**src/rtl/ev_mode_ctrl.sv**
```systemverilog
module ev_mode_ctrl #(
  parameter int NFAULT   = 4,
  parameter int DBW      = 8,
  parameter int TICK_DIV = 4
) (
  input  logic              clk,
  input  logic              rst_n,
  input  logic [DBW-1:0]    db_ticks,
  input  logic              start_raw,
  input  logic              dir_raw,
  input  logic              test_done,
  input  logic              test_pass,
  input  logic [NFAULT-1:0] fault_flags,
  output logic [2:0]        mode,
  output logic              motor_en,
  output logic              dir_db
);
  localparam int TW = (TICK_DIV > 1) ? $clog2(TICK_DIV) : 1;
  localparam int NIN = 2;

  typedef enum logic [2:0] {
    M_TEST  = 3'd0,
    M_IDLE  = 3'd1,
    M_RUN   = 3'd2,
    M_STOP  = 3'd3,
    M_FAULT = 3'd4
  } mode_t;

  logic [TW-1:0]  tick_cnt;
  logic           tick;
  logic [DBW:0]   lim;
  logic [NIN-1:0] raw_in;
  logic [NIN-1:0] filt;
  mode_t          st_q, st_d;

  assign tick   = (tick_cnt == TW'(TICK_DIV - 1));
  assign lim    = (db_ticks == '0) ? (DBW+1)'(1) : {1'b0, db_ticks};
  assign raw_in = {dir_raw, start_raw};

  always_ff @(posedge clk) begin
    if (!rst_n || tick) tick_cnt <= '0;
    else                tick_cnt <= tick_cnt + TW'(1);
  end

  for (genvar i = 0; i < NIN; i++) begin : g_db
    logic           s1, s2, stab;
    logic [DBW-1:0] cnt;
    always_ff @(posedge clk) begin
      if (!rst_n) begin
        s1   <= 1'b0;
        s2   <= 1'b0;
        stab <= 1'b0;
        cnt  <= '0;
      end else begin
        s1 <= raw_in[i];
        s2 <= s1;
        if (tick) begin
          if (s2 != stab) begin
            if ({1'b0, cnt} + (DBW+1)'(1) >= lim) begin
              stab <= s2;
              cnt  <= '0;
            end else begin
              cnt <= cnt + DBW'(1);
            end
          end else begin
            cnt <= '0;
          end
        end
      end
    end
    assign filt[i] = stab;
  end

  always_comb begin
    st_d = st_q;
    if (|fault_flags) st_d = M_FAULT;
    else begin
      case (st_q)
        M_TEST:  if (test_done) st_d = test_pass ? M_IDLE : M_FAULT;
        M_IDLE:  if (filt[0]) st_d = M_RUN;
        M_RUN:   if (!filt[0]) st_d = M_STOP;
        M_STOP:  if (filt[0]) st_d = M_RUN;
        default: st_d = M_FAULT;
      endcase
    end
  end

  always_ff @(posedge clk) begin
    if (!rst_n) st_q <= M_TEST;
    else        st_q <= st_d;
  end

  assign mode     = st_q;
  assign motor_en = (st_q == M_RUN);
  assign dir_db   = filt[1];
endmodule

```
**config.mk**
```make
export PLATFORM = sky130hd
export DESIGN_NAME = ev_mode_ctrl
export DESIGN_NICKNAME = d
export VERILOG_FILES = /design/src/rtl/ev_mode_ctrl.sv
export SDC_FILE = /design/constraint.sdc
export NUM_CORES = 1
export LEC_CHECK = 0
export ABC_AREA = 1
export BUFFER_PORTS_ARGS = -buffer_cell sky130_fd_sc_hd__buf_4
export CORE_MARGIN = 3
export CORE_UTILIZATION = 50
export DETAILED_ROUTE_END_ITERATION = 8
export PLACE_DENSITY = 0.71
export SLEW_MARGIN = 20
export SYNTH_ARGS = -nofsm -noshare
export SYNTH_HDL_FRONTEND = slang
export SYNTH_SLANG_ARGS = --single-unit
```
**constraint.sdc**
```tcl
create_clock -name clk -period 2.76 [get_ports clk]
set_input_delay 0.552 -clock clk [delete_from_list [all_inputs] [get_ports clk]]
set_output_delay 0.552 -clock clk [all_outputs]
set_load 0.01 [all_outputs]
```
==> flow_summary.rst <==
.. list-table::
   :header-rows: 1

   * - Metric
     - Value
   * - Routed via count
     - 1,463
   * - Cell type with the highest aggregate area in the netlist
     - dfxtp_1
   * - Hold WS
     - 390.0 ps
   * - GRT Overall Usage
     - 17.68%
   * - Worst setup slack before clock tree synthesis
     - 447.4 ps
   * - Slew Limit Headroom
     - 68.95%
   * - Antenna fix cells
     - 0
   * - Net count, final
     - 298
   * - Crit share post-route
     - between 80% and 90%
   * - Crit path required time
     - 3030 ps
   * - Initial antenna violation count
     - 0
   * - Residual DRC
     - 0
   * - Sinks on the clock net
     - 27
   * - Status
     - finished clean
   * - Number of buffers inserted by hold repair at cts
     - 0
   * - Arrival time of data at the critical path endpoint
     - about 2500 ps
   * - Setup Crit Path Kind
     - flop to flop
   * - Die extent in y
     - roughly 64 µm
   * - Total power divided by cell area
     - approximately 340 nW/µm²
   * - Count of instances resized after the clock tree is built
     - 0
   * - Post-synth EDFFs
     - 0
   * - Number of setup violations in the final report
     - 0
   * - Setup repair after global routing missed its margin
     - no
   * - Total negative slack
     - 0 ps
   * - Post-synthesis cell type count
     - 24
   * - Count of final max-slew check failures
     - 0
   * - Upper clock frequency limit
     - 0.4500 GHz
   * - Clock Skew
     - 2.135 ps
   * - Area of the die
     - 4104 µm²
   * - Most used flip-flop cell after synthesis
     - dfxtp_1
   * - # Post-CTS Setup Buffers
     - 0
   * - Insertion delay to the later sink of the worst-skew pair
     - 330 ps
   * - Pin count of the biggest net entering global routing
     - 15
   * - Count of yosys warnings during synthesis
     - 0
   * - Path type of the worst min-delay path
     - input pin to flop
   * - Critical path capture point type
     - flop
   * - Fin. Hold Viols
     - 0
   * - Max-cap check violation count
     - 0
   * - Initial Util
     - 53.88%
   * - Total I/O pin count
     - 23
   * - TritonCTS clock tree
     - yes
   * - Post-DP HPWL
     - 2620 µm
   * - IR drop worst, VDD
     - 0.0002689 V
   * - Clk pin slew, worst setup/hold paths
     - 150 ps
   * - Maximum count of clock buffers along a single path
     - 2
   * - Fraction of layout cells with a size suffix above 1
     - 14.62%
   * - Sum of routed wire length over all layers
     - 3266 µm
   * - Sequential share of power
     - 61.5%
   * - H-tree lvl count
     - 1
   * - Commonest cells in the synthesized netlist
     - 61 x nand2_1, 43 x inv_1, 27 x dfxtp_1
   * - Synth top area share
     - 32.07%
   * - Maximum fanout along the worst path
     - 8
   * - Die Width
     - approximately 64 µm
   * - Combinational cell fraction of total power
     - 11.3%
   * - Top post-synthesis cells by area
     - dfxtp_1 32%, ha_1 14%, nand2_1 14%
   * - Total internal power
     - 0.4888 mW
   * - Global placement routability congestion
     - ~0.82
   * - Share of synthesized area occupied by flip-flops and latches
     - 32.07%
   * - Clk pwr share
     - 27.1%
   * - Area added between synthesis and finish
     - 14.48%
   * - Number of port buffers
     - 22
   * - Area of the core region
     - between 3000 and 4000 µm²
   * - Vias in the first global route
     - 1,334
   * - Num rows
     - 20
   * - Minimum setup slack in the final design
     - 537.5 ps
   * - Synthesized area per cell
     - 7.172 µm²
   * - GRT Residual Overflow
     - 0
   * - Synthesized net count
     - 272
   * - TritonCTS buffer count
     - 3
   * - Count of nets left with antenna violations after detail routing
     - 0
   * - Synthesized instance count
     - approximately 240
   * - Leakage power summed over all cells
     - 1.067 nW
   * - Final Critical Period
     - approximately 2200 ps
   * - Fraction of synthesis flops using an asynchronous set or reset pin
     - 0%
   * - Global-route wire length before repair
     - 5782 µm
   * - Number of storage elements in the synthesis netlist
     - 27
   * - Cell area after synthesis
     - 1685 µm²
   * - Proportion of total power due to net switching
     - 25.14%
   * - Count of TritonRoute iterations in the first routing pass
     - 5
   * - CTS Root Cell
     - clkbuf_4
   * - Critical path startpoint category
     - flop
   * - DRC marker count from the first detailed-route iteration
     - 29
   * - Most numerous cell in the Yosys netlist
     - nand2_1
   * - Psw
     - between 0.15 and 0.2 mW
   * - Routed length per placed instance
     - 10.74 µm
   * - Slew at the pin with the worst max-slew slack
     - 464.1 ps
   * - Mean number of vias per cell
     - approximately 4.8
## flip-flops by register name, indices dropped and copies added, names as in the netlist
name       count
dir_db         1
g_db.cnt      16
g_db.s1        2
g_db.s2        2
g_db.stab      1
mode           3
tick_cnt       2
## cells in the final DEF, fill, tap and decap left out, types with 2 or more instances in the layout
| cell type | Yosys | final |
|---|---|---|
| nand2_1 | 61 | 61 |
| inv_1 | 43 | 43 |
| dfxtp_1 | 27 | 27 |
| buf_4 | 0 | 23 |
| ha_1 | 19 | 19 |
| nand3_1 | 15 | 15 |
| xor2_1 | 14 | 14 |
| nor2_1 | 11 | 11 |
| o21ai_0 | 8 | 8 |
| a21oi_1 | 8 | 8 |
| nand3_2 | 4 | 4 |
| inv_2 | 3 | 3 |
| a31oi_1 | 3 | 3 |
| clkbuf_4 | 0 | 3 |
| nor2_2 | 2 | 2 |
| nor3_1 | 2 | 2 |
| nand4_1 | 2 | 2 |
| nor4_1 | 2 | 2 |
| nor2_4 | 2 | 2 |
| o21ai_1 | 2 | 2 |
## worst max-delay path, stage by stage (launching register included)
cell and delay [ps]:
dfxtp_1 470, ha_1 250, nand3_2 110, nor2_1 170, xor2_1 230, ha_1 280, nand2_1 70, inv_1 30
nand2_1 50, nand2_1 60, nand2_1 60, nand2_1 80, inv_2 140, nand3_1 80, o21ai_0 90
## layout make-up
| type | instances | area, µm² |
|---|---|---|
| Clock buffer | 4 | 26.28 |
| Fill cell | 313 | 1199 |
| Inverter | 46 | 172.7 |
| Multi-Input combinational cell | 160 | 962.2 |
| Sequential cell | 27 | 540.5 |
| Tap cell | 44 | 55.05 |
| Timing Repair Buffer | 23 | 172.7 |
## power groups by stage
stage	Combinational (mW)	Clock [mW]	Sequential [mW]
finish	0.0740	0.177	0.402
global route	0.0858	0.205	0.403
CTS	0.0751	0.187	0.402
global placement	0.0732	0	0.410
detailed placement	0.0747	0	0.410
floorplan	0.0411	0	0.410
## layer usage
layer / track usage (%) / routed length [µm] / vias to the layer above
met5: 0 / 0 / -
met4: 7.008 / 53 / 0
met3: 3.515 / 109 / 6
met2: 27.87 / 1432 / 23
met1: 23.54 / 1670 / 641
li1: - / - / 793
## path summary, 6_finish.rpt
check              endpoint            from  depth (start not counted)  slack [ps]
min              g_db[0].s1       start_raw                          3         390
min reg2reg      g_db[1].s2      g_db[1].s1                          2         430
max          g_db[1].cnt[3]  g_db[1].cnt[0]                         14         540
max reg2reg  g_db[1].cnt[3]  g_db[1].cnt[0]                         14         540
## metrics by stage
| stage | power [mW] | area [µm²] | std cells | util [%] |
|---|---|---|---|---|
| after detailed placement | 0.4851 | 1903 | 300 | 60.84 |
| after global placement | 0.4834 | 1903 | 300 | 60.84 |
| after CTS | 0.6639 | 1929 | 304 | 61.68 |
| after floorplan | 0.4511 | 1685 | 235 | - |
| after global routing | 0.6942 | 1929 | 304 | 61.68 |
| final | 0.6530 | 1929 | 304 | 61.68 |
## cells by family (layout without fill, tap and decap cells)
family,Yosys count,in the layout,share of synthesized area [%]
buffers and inverters,48,73,10.84
flip-flops,27,27,32.07
XOR/XNOR,14,14,7.276
adder cells (fa/ha/maj),19,19,14.11
AO/OA/AOI/OAI,24,24,7.870
AND/OR/NAND/NOR,103,103,27.84
Note: power is estimated with default switching activity, not from simulation.
